==> config.mk <==
export PLATFORM = sky130hd
export DESIGN_NAME = ss7_su_filter
export DESIGN_NICKNAME = d
export VERILOG_FILES = /design/src/rtl/ss7f_pkg.sv /design/src/rtl/ss7f_stage.sv /design/src/rtl/ss7f_ref.sv /design/src/rtl/ss7_su_filter.sv
export SDC_FILE = /design/constraint.sdc
export NUM_CORES = 1
export LEC_CHECK = 0
export ABC_AREA = 1
export BUFFER_PORTS_ARGS = -buffer_cell sky130_fd_sc_hd__buf_4
export CAP_MARGIN = 20
export CORE_MARGIN = 3
export CORE_UTILIZATION = 30
export CTS_CLUSTER_SIZE = 20
export DETAILED_ROUTE_END_ITERATION = 12
export HOLD_SLACK_MARGIN = 0.03
export MAX_ROUTING_LAYER = met4
export PLACE_DENSITY = 0.48
export SYNTH_ARGS = -nofsm -noshare
export SYNTH_HDL_FRONTEND = slang
export SYNTH_SLANG_ARGS = --single-unit
==> constraint.sdc <==
create_clock -name clk_i -period 2.9 [get_ports clk_i]
set_clock_uncertainty 0.1 [all_clocks]
set_input_delay 0.87 -clock clk_i [delete_from_list [all_inputs] [get_ports clk_i]]
set_output_delay 0.87 -clock clk_i [all_outputs]
set_load 0.005 [all_outputs]
==> src/rtl/ss7f_pkg.sv <==
package ss7f_pkg;

  typedef enum logic [1:0] {
    SU_FISU = 2'b00,
    SU_LSSU = 2'b01,
    SU_MSU  = 2'b10
  } su_type_e;

  typedef enum logic [1:0] {
    ST_IDLE,
    ST_RECV,
    ST_DRAIN,
    ST_STAT
  } fsm_e;

  localparam int unsigned STAT_CRC_BIT = 2;
  localparam int unsigned STAT_LEN_BIT = 3;
  localparam int unsigned STAT_ABT_BIT = 4;

  function automatic su_type_e su_classify(logic [5:0] li, logic have_li);
    if (!have_li || li == 6'd0) return SU_FISU;
    if (li <= 6'd2)             return SU_LSSU;
    return SU_MSU;
  endfunction

  function automatic logic [7:0] mk_status(su_type_e t, logic crc_err,
                                           logic len_err, logic abt);
    logic [7:0] s;
    s               = '0;
    s[1:0]          = t;
    s[STAT_CRC_BIT] = crc_err;
    s[STAT_LEN_BIT] = len_err;
    s[STAT_ABT_BIT] = abt;
    return s;
  endfunction

endpackage

==> src/rtl/ss7f_stage.sv <==
// Holds the oldest DEPTH octets of a unit; once full, each push shifts one out at head_o.
module ss7f_stage #(
  parameter int unsigned DEPTH = 7,
  parameter int unsigned W     = 8,
  parameter int unsigned TAP   = 5
) (
  input  logic             clk_i,
  input  logic             rst_ni,
  input  logic             clr_i,
  input  logic             push_i,
  input  logic             pop_i,
  input  logic [W-1:0]     data_i,
  output logic [W-1:0]     head_o,
  output logic             full_o,
  output logic             empty_o,
  output logic [TAP*W-1:0] tap_o
);
  localparam int unsigned FW = $clog2(DEPTH + 1);

  logic [W-1:0]  mem_q [DEPTH];
  logic [FW-1:0] fill_q;

  assign full_o  = (fill_q == FW'(DEPTH));
  assign empty_o = (fill_q == '0);
  assign head_o  = mem_q[0];

  for (genvar g = 0; g < TAP; g++) begin : g_tap
    assign tap_o[g*W +: W] = mem_q[g];
  end

  always_ff @(posedge clk_i or negedge rst_ni) begin
    if (!rst_ni) begin
      fill_q <= '0;
      for (int i = 0; i < DEPTH; i++) mem_q[i] <= '0;
    end else if (clr_i) begin
      fill_q <= '0;
    end else if (push_i) begin
      if (full_o) begin
        for (int i = 0; i < DEPTH - 1; i++) mem_q[i] <= mem_q[i+1];
        mem_q[DEPTH-1] <= data_i;
      end else begin
        mem_q[fill_q] <= data_i;
        fill_q        <= fill_q + 1'b1;
      end
    end else if (pop_i && !empty_o) begin
      for (int i = 0; i < DEPTH - 1; i++) mem_q[i] <= mem_q[i+1];
      fill_q <= fill_q - 1'b1;
    end
  end
endmodule

==> src/rtl/ss7f_ref.sv <==
// Copy of the last accepted short unit; match_o compares a candidate of cand_len_i octets.
module ss7f_ref #(
  parameter int unsigned N  = 5,
  parameter int unsigned W  = 8,
  parameter int unsigned LW = $clog2(N + 1)
) (
  input  logic           clk_i,
  input  logic           rst_ni,
  input  logic           upd_i,
  input  logic [N*W-1:0] cand_i,
  input  logic [LW-1:0]  cand_len_i,
  output logic           match_o
);
  logic [N*W-1:0] ref_q;
  logic [LW-1:0]  len_q;
  logic           vld_q;
  logic [N-1:0]   eq;

  for (genvar g = 0; g < N; g++) begin : g_cmp
    assign eq[g] = (cand_len_i <= LW'(g)) || (ref_q[g*W +: W] == cand_i[g*W +: W]);
  end

  assign match_o = vld_q && (len_q == cand_len_i) && (&eq);

  always_ff @(posedge clk_i or negedge rst_ni) begin
    if (!rst_ni) begin
      ref_q <= '0;
      len_q <= '0;
      vld_q <= 1'b0;
    end else if (upd_i) begin
      ref_q <= cand_i;
      len_q <= cand_len_i;
      vld_q <= 1'b1;
    end
  end
endmodule

==> src/rtl/ss7_su_filter.sv <==
module ss7_su_filter
  import ss7f_pkg::*;
#(
  parameter int unsigned MAX_SIF   = 272,
  parameter int unsigned STAGE     = 7,
  parameter int unsigned REF_BYTES = 5,
  parameter int unsigned MIN_OCT   = 5
) (
  input  logic       clk_i,
  input  logic       rst_ni,
  input  logic       lssu_dedup_en_i,
  input  logic       long_chk_en_i,
  input  logic       rx_valid_i,
  input  logic [7:0] rx_data_i,
  input  logic       rx_sof_i,
  input  logic       rx_end_i,
  input  logic       rx_crc_ok_i,
  input  logic       rx_abort_i,
  output logic       wr_en_o,
  output logic [7:0] wr_data_o
);
  // header (BSN, FSN, LI, SIO) + SIF + 2 CRC
  localparam int unsigned MAX_OCT = MAX_SIF + 6;
  localparam int unsigned CNT_W   = $clog2(MAX_OCT + 2);
  localparam int unsigned LW      = $clog2(REF_BYTES + 1);
  localparam logic [CNT_W-1:0] MAX_OCT_C = CNT_W'(MAX_OCT);
  localparam logic [CNT_W-1:0] MIN_OCT_C = CNT_W'(MIN_OCT);
  localparam logic [CNT_W-1:0] STAGE_C   = CNT_W'(STAGE);
  localparam logic [CNT_W-1:0] CNT_SAT   = '1;

  fsm_e              state_q;
  logic [CNT_W-1:0]  cnt_q;
  logic [5:0]        li_q;
  logic [7:0]        stat_q;
  logic              wr_en_q;
  logic [7:0]        wr_data_q;

  logic              st_push, st_pop, st_clr, st_full, st_empty;
  logic [7:0]        st_head;
  logic [REF_BYTES*8-1:0] st_tap;
  logic              ref_match, ref_upd;
  logic [LW-1:0]     cand_len;

  su_type_e cur_type;
  logic     short_unit, small_unit, dedup_ok, drop, long_hit;
  logic     in_recv, rx_sof_byte;

  assign cur_type    = su_classify(li_q, cnt_q >= CNT_W'(3));
  assign short_unit  = cnt_q < MIN_OCT_C;
  assign small_unit  = cnt_q <= STAGE_C;
  assign cand_len    = LW'(cnt_q - CNT_W'(2));
  assign in_recv     = (state_q == ST_RECV) && !rx_abort_i;
  assign rx_sof_byte = rx_valid_i && rx_sof_i;

  assign dedup_ok = rx_crc_ok_i && !short_unit && small_unit &&
                    ((cur_type == SU_FISU) || ((cur_type == SU_LSSU) && lssu_dedup_en_i));
  assign drop     = in_recv && rx_end_i && dedup_ok && ref_match;
  assign ref_upd  = in_recv && rx_end_i && rx_crc_ok_i && !short_unit &&
                    small_unit && (cur_type != SU_MSU);
  assign long_hit = in_recv && !rx_end_i && rx_valid_i && long_chk_en_i &&
                    (cnt_q == MAX_OCT_C);

  assign st_push = ((state_q == ST_IDLE) && rx_sof_byte) ||
                   (in_recv && !rx_end_i && rx_valid_i && !long_hit);
  assign st_pop  = (state_q == ST_DRAIN);
  assign st_clr  = drop;

  ss7f_stage #(.DEPTH(STAGE), .W(8), .TAP(REF_BYTES)) u_stage (
    .clk_i   (clk_i),
    .rst_ni  (rst_ni),
    .clr_i   (st_clr),
    .push_i  (st_push),
    .pop_i   (st_pop),
    .data_i  (rx_data_i),
    .head_o  (st_head),
    .full_o  (st_full),
    .empty_o (st_empty),
    .tap_o   (st_tap)
  );

  ss7f_ref #(.N(REF_BYTES), .W(8), .LW(LW)) u_ref (
    .clk_i      (clk_i),
    .rst_ni     (rst_ni),
    .upd_i      (ref_upd),
    .cand_i     (st_tap),
    .cand_len_i (cand_len),
    .match_o    (ref_match)
  );

  always_ff @(posedge clk_i or negedge rst_ni) begin
    if (!rst_ni) begin
      state_q   <= ST_IDLE;
      cnt_q     <= '0;
      li_q      <= '0;
      stat_q    <= '0;
      wr_en_q   <= 1'b0;
      wr_data_q <= '0;
    end else begin
      wr_en_q <= 1'b0;
      unique case (state_q)
        ST_IDLE: begin
          if (rx_sof_byte) begin
            cnt_q   <= CNT_W'(1);
            li_q    <= '0;
            state_q <= ST_RECV;
          end
        end
        ST_RECV: begin
          if (rx_abort_i) begin
            stat_q  <= mk_status(cur_type, 1'b0, 1'b0, 1'b1);
            state_q <= ST_DRAIN;
          end else if (rx_end_i) begin
            stat_q  <= mk_status(cur_type, !rx_crc_ok_i, short_unit, 1'b0);
            state_q <= drop ? ST_IDLE : ST_DRAIN;
          end else if (long_hit) begin
            stat_q  <= mk_status(cur_type, 1'b0, 1'b1, 1'b1);
            state_q <= ST_DRAIN;
          end else if (rx_valid_i) begin
            if (cnt_q == CNT_W'(2)) li_q <= rx_data_i[5:0];
            if (cnt_q != CNT_SAT)   cnt_q <= cnt_q + 1'b1;
            if (st_full) begin
              wr_en_q   <= 1'b1;
              wr_data_q <= st_head;
            end
          end
        end
        ST_DRAIN: begin
          if (!st_empty) begin
            wr_en_q   <= 1'b1;
            wr_data_q <= st_head;
          end else begin
            state_q <= ST_STAT;
          end
        end
        ST_STAT: begin
          wr_en_q   <= 1'b1;
          wr_data_q <= stat_q;
          state_q   <= ST_IDLE;
        end
        default: state_q <= ST_IDLE;
      endcase
    end
  end

  assign wr_en_o   = wr_en_q;
  assign wr_data_o = wr_data_q;

endmodule

Word-level counts from Yosys, hierarchy flattened

Index checks and enable logic that the tools add are counted.

Register bits: 137
Input port bits: 17
Output and inout bits: 9
Logic and storage cells: 172

Add/sub/neg operators: 4
$lt $le $gt $ge: 11
Equal/unequal tests: 27
Multiplexer cells: 55
Bitwise logic cells: 2
Reduce and logical (&&, ||, !) cells: 56

Operators with widths:

| operator                                                                             | number |
|---|---|
| 48-bit two-way mux                                                                   | 2 |
| 8-bit two-way mux                                                                    | 10 |
| 56-bit bitwise mux                                                                   | 1 |
| 56-bit two-way mux                                                                   | 1 |
| 9-bit two-way mux                                                                    | 6 |
| 8-bit equality test                                                                  | 5 |
| 6-bit two-way mux                                                                    | 6 |
| 8-bit demux with 3-bit select                                                        | 1 |
| 8-bit case mux with 3 select lines                                                   | 1 |
| 1-bit logical AND                                                                    | 23 |
| 7-bit AND reduction                                                                  | 3 |
| 2-bit two-way mux                                                                    | 10 |
| 2-bit != test (second input constant)                                                | 9 |
| 9-bit case mux with 2 select lines                                                   | 1 |
| 3-bit two-way mux                                                                    | 4 |
| 6-bit case mux with 2 select lines                                                   | 1 |
| 9-bit by 1-bit adder with 9-bit output (second input constant)                       | 1 |
| 9-bit by 2-bit equality test with 1-bit output (second input constant)               | 1 |
| 9-bit equality test (second input constant)                                          | 1 |
| 9-bit by 2-bit greater-or-equal comparator with 1-bit output (second input constant) | 1 |
| 9-bit by 3-bit less-or-equal comparator with 1-bit output (second input constant)    | 1 |
| 9-bit by 3-bit less-than comparator with 1-bit output (second input constant)        | 1 |
| 1-bit two-way mux                                                                    | 9 |
| 9-bit != test (second input constant)                                                | 1 |
| 30 further kinds                                                                     | 55 |

Logic depth before layout (Yosys ltp)

Depth in word-level cells: 17
Depth in mapped cells: 16

By module

A second synthesis with hierarchy kept.

Cells, all modules: 1120
Area total of the unflattened synthesis: 8060.2 sq um

Modules (own cells, without submodules):

| module        | instances | cells an instance | area an instance (sq um) |
|---|---|---|---|
| ss7f_stage    | 1         | 517               | 3738.6 |
| ss7f_ref      | 1         | 317               | 2326.0 |
| ss7_su_filter | 1         | 286               | 1995.7 |

Worst setup path before layout

No wires, ideal clock.

Path type: in2reg
Start: input port long_chk_en_i
End: register u_stage.fill_q[2]
Library setup time: 0.120 ns
Arrival: 2.409 ns
Data required time: 2.680 ns
Path slack: 0.271 ns
Cell stages on the path: 13
Path buffers: 1
Cells stage by stage: nand2_1 nor2_1 nand3_1 nand2_2 nand2_2 buf_1 fa_1 xnor2_1 nand3_1 nand2_1 nor2_1 nor2_1 nor2_1

Cells in the longest elaborated chain, start to end: 7

Ends and longest elaborated chain:

| what                                                                             | line                | text |
|---|---|---|
| from (decl)                                                                      | ss7_su_filter.sv:12 | `input logic long_chk_en_i,` |
| 1-bit logical AND (*) (2 in series)                                              | ss7_su_filter.sv:60 | `assign long_hit = in_recv && !rx_end_i && rx_valid_i && long_chk_en_i &&` |
| 1-bit logical NOT (*)                                                            | ss7_su_filter.sv:64 | `(in_recv && !rx_end_i && rx_valid_i && !long_hit);` |
| 1-bit logical AND (*)                                                            | ss7_su_filter.sv:64 |  |
| 1-bit logical OR (*)                                                             | ss7_su_filter.sv:63 | `assign st_push = ((state_q == ST_IDLE) && rx_sof_byte) \|\|` |
| 3-bit by 2-bit != test with 1-bit output (no line), or another cell as far along | -                   |  |
| 2-bit AND reduction (no line) or 3-bit two-way mux (tied branches)               | -                   |  |
| to (signal assigned)                                                             | ss7f_stage.sv:43    | `fill_q <= fill_q + 1'b1;` |
| to (signal assigned)                                                             | ss7f_stage.sv:47    | `fill_q <= fill_q - 1'b1;` |
| to (decl)                                                                        | ss7f_stage.sv:21    | `logic [FW-1:0] fill_q;` |

Every way passes the cells marked *; elsewhere a longest branch is shown, timed or not.
A chain may end at the register's enable or synchronous reset.

Final worst setup path

Start: register cnt_q[0]
End: register u_stage.mem_q (netlist bit u_stage.tap_o[38])

Cells in the longest elaborated chain, start to end: 13

Ends and longest elaborated chain:

| what                                                         | line                 | text |
|---|---|---|
| from (decl)                                                  | ss7_su_filter.sv:32  | `logic [CNT_W-1:0] cnt_q;` |
| from (signal assigned)                                       | ss7_su_filter.sv:120 | `if (cnt_q != CNT_SAT) cnt_q <= cnt_q + 1'b1;` |
| 9-bit by 2-bit greater-or-equal comparator with 1-bit output | ss7_su_filter.sv:48  | `assign cur_type = su_classify(li_q, cnt_q >= CNT_W'(3));` |
| 1-bit logical NOT                                            | ss7f_pkg.sv:21       | `if (!have_li \|\| li == 6'd0) return SU_FISU;` |
| 1-bit logical OR                                             | ss7f_pkg.sv:21       |  |
| 1-bit two-way mux                                            | ss7f_pkg.sv:21       |  |
| 2-bit two-way mux                                            | ss7f_pkg.sv:22       | `if (li <= 6'd2) return SU_LSSU;` |
| 2-bit by 1-bit equality test with 1-bit output               | ss7_su_filter.sv:56  | `((cur_type == SU_FISU) \|\| ((cur_type == SU_LSSU) && lssu_dedup_en_i));` |
| 1-bit logical AND                                            | ss7_su_filter.sv:56  |  |
| 1-bit logical OR                                             | ss7_su_filter.sv:56  |  |
| 1-bit logical AND                                            | ss7_su_filter.sv:55  | `assign dedup_ok = rx_crc_ok_i && !short_unit && small_unit &&` |
| 1-bit logical AND (2 in series)                              | ss7_su_filter.sv:57  | `assign drop = in_recv && rx_end_i && dedup_ok && ref_match;` |
| 1-bit inverter (no line)                                     | -                    |  |
| 2-bit AND reduction (no line)                                | -                    |  |
| to (signal, indexed assignment)                              | ss7f_stage.sv:40     | `mem_q[DEPTH-1] <= data_i;` |
| to (signal, indexed assignment)                              | ss7f_stage.sv:42     | `mem_q[fill_q] <= data_i;` |
| to (decl)                                                    | ss7f_stage.sv:20     | `logic [W-1:0] mem_q [DEPTH];` |

Several ways; a longest one is shown, not always the timed one.

==> qor.csv <==
metric,value,unit
status,"complete, no violations",
fin_setup_tns,0,ps
synth-seq-cells,134,
netlist_area,0.007310,mm²
die_x,162.1,µm
preCtsSetupSlack,224.5,ps
syn2layout_area_growth,17.31,%
switching_share,41.26,%
htree_levels,4,
internal-power,4.894,mW
layout-drive-gt1-share,10.49,%
grt_max_degree,58,
drv_slew,0,
maxCapViolations,0,
numPortBuffers,25,
yosys_warnings,0,
postRouteWirelength,19.38,mm
nets,1053,
ff_latch_area,0.003353,mm²
crit_path_end_kind,flip-flop,
place_congestion,0.8351,
path_clk_slew,60,ps
max_freq,388.3,MHz
dieHeight,162.1,µm
grt_overflow,0,
fin_ws,324.7,ps
ctsHoldBuffers,0,
postCtsSetupRepairBufs,0,
hpwl,13.49,mm
io_pins,26,
multi_input_area,0.003535,mm²
worstSetupStartpointType,flip-flop,
grt_pass1_wl,32.45,mm
totalPowerFinal,8.332,mW
antenna_found_initial,0,
power-per-cell-area,971.7,mW/mm²
syn-num-nets,1023,
post_drt_wl_per_cell,14.27,µm
crit_type,flip-flop to flip-flop,
hold_violations,0,
final-setup-viol-count,0,
grt_pass1_vias,6237,
avgSynthCellArea,7.332,µm²
cp_max_fo,17,
start_util,30.86,%
rsz0062_at_grt,false,
cp_common_cell,nand2_2,
p_switching,3.438,mW
rows,56,
cts_tree,yes,
dr.pass1.iters,5,
crit_required,3110,ps
fp.coreArea,0.02368,mm²
fillers,2561,
p_comb_share,38.8,%
antenna-diode-count,0,
ys_types,34,
slowest_stage,or2_0,
cp_num_buf_inv,2,
path_cells,inv_1 > ha_1 > inv_1 > nor3_1 > nand3_1 > nand2_2 > nand2_2 > nand2_4 > or2_0 > nand2_2 > nand2_1 > nand2_1,
drt_iter0_drc,389,
critPathMaxStageDelay,410,ps
r2r_slack,320,ps
synth-seq-area-share,45.87,%
clockBufferDepth,2,
clock-sinks,134,
ir_worst_vdd,423.2,µV
num_vias,6277,
clock_latency,420,ps
clkPwrFrac,27.2,%
min_period,2575,ps
numCtsBuffers,17,
hp-class,input port to asynchronous set/reset pin,
whs,330.1,ps
seq_power_share,34.0,%
path_delay_family,simple AND/OR/NAND/NOR gates,
dieArea,0.02627,mm²
final_cell_mix,"nand2_1, nand3_1, dfrtp_1, inv_1, buf_4",
drcViolationCount,0,
drt.antenna.violating_nets,0,
cts-root-buf,clkbuf_16,
worst_pin_slew,599.5,ps
p_leak,4.464,nW
via_per_inst,4.622,
synthCells,997,
fin_crit_sh,88.80,%
max_slew_margin,60.03,%
arrival,2790,ps
grt_use_total,15.99,%
mostFrequentLayoutCell,nand2_1,
==> layout make-up <==
type,count,area share [%]
inverters,61,2.670
clock buffers,18,5.122
clock inverters,13,1.985
repair buffers,56,5.239
well taps,319,4.655
flip-flops and latches,134,39.11
multi-input cells,757,41.22
==> through the flow <==
| step | utilization, % | std cells | instance area, µm² |
|---|---|---|---|
| 5_1_grt | 36.21 | 1358 | 8574 |
| 4_1_cts | 36.21 | 1358 | 8574 |
| 3_3_place_gp | 33.63 | 1327 | 7965 |
| 2_1_floorplan | - | 997 | 7310 |
| 6_report | 36.21 | 1358 | 8574 |
| 3_5_place_dp | 33.63 | 1327 | 7965 |
==> worst paths after layout <==
path                              from           endpoint  cells after the start
hold reg to reg            u_ref.vld_q        u_ref.vld_q                      2
min in group clk_i         u_ref.vld_q        u_ref.vld_q                      2
hold / removal                  rst_ni    u_ref.ref_q[17]                      1
setup reg to reg              cnt_q[0]  u_stage.tap_o[38]                     12
max in group asynchronous       rst_ni  u_stage.fill_q[2]                      2
setup / recovery              cnt_q[0]  u_stage.tap_o[38]                     12
==> flip-flops by register name, summed over array words and instances, names as in the netlist, 5 cells and up, named ones only <==
signal and cells:
u_stage.head_o 8, u_stage.tap_o 32, stat_q 5, li_q 6, u_ref.ref_q 40, wr_data_o 8
cnt_q 9, u_stage.mem_q 16
==> metal layers <==
layer	up-vias	GRT usage, %	wire, µm
met5	-	-	0
met4	0	4.653	205
met3	17	2.219	383
met2	76	26.60	9537
met1	2936	20.44	9252
li1	3248	-	-
==> kinds of logic after synthesis <==
kind of cell	count (synthesis)	synth area share, %
xor gates and xnor gates	37	4.433
DFF	134	45.87
AOI/OAI and AO/OA	63	4.605
adders and majority gates	9	1.643
buffers and inverters	106	5.769
and+or+nand+nor	648	37.68
==> power by group through the flow <==
| stage | clock, mW | sequential, mW | combinational, mW |
|---|---|---|---|
| 6_report | 2.26 | 2.83 | 3.24 |
| 5_1_grt | 2.41 | 2.91 | 3.74 |
| 4_1_cts | 2.33 | 2.84 | 3.28 |
| 3_5_place_dp | 0 | 2.87 | 3.27 |
| 3_3_place_gp | 0 | 2.87 | 3.25 |
| 2_1_floorplan | 0 | 2.72 | 2.31 |
==> worst reg2reg max path, stage by stage, from the launching register on <==
cell     delay, ps
dfrtp_1        380
inv_1          130
ha_1           260
inv_1           90
nor3_1         200
nand3_1        130
nand2_2        120
nand2_2        110
nand2_4        200
or2_0          420
nand2_2        200
nand2_1        100
nand2_1         60
==> cell usage after synthesis (all sizes together) <==
cell type	count	share of area (%)
nand2	417	22
nand3	152	10
dfrtp	134	46
inv	60	3.1
o21ai	51	3.5
nor2	47	2.4
xnor2	36	4.3
clkbuf	26	1.4
buf	19	1.3
nand4	12	1.0
nor3	10	0.82
a21oi	9	0.67
ha	8	1.4
or2	7	0.60
a211oi	2	0.27
clkinv	1	0.051
fa	1	0.27
nand3b	1	0.10
nor4	1	0.29
o211ai	1	0.17
or3	1	0.086
xor2	1	0.12
==> what timing repair did <==
action	in CTS	in global routing
hold endpoints to repair	0	0
resized for setup	0	1
endpoints found under the setup margin	0	8
Power figures use the tool's default switching activity.
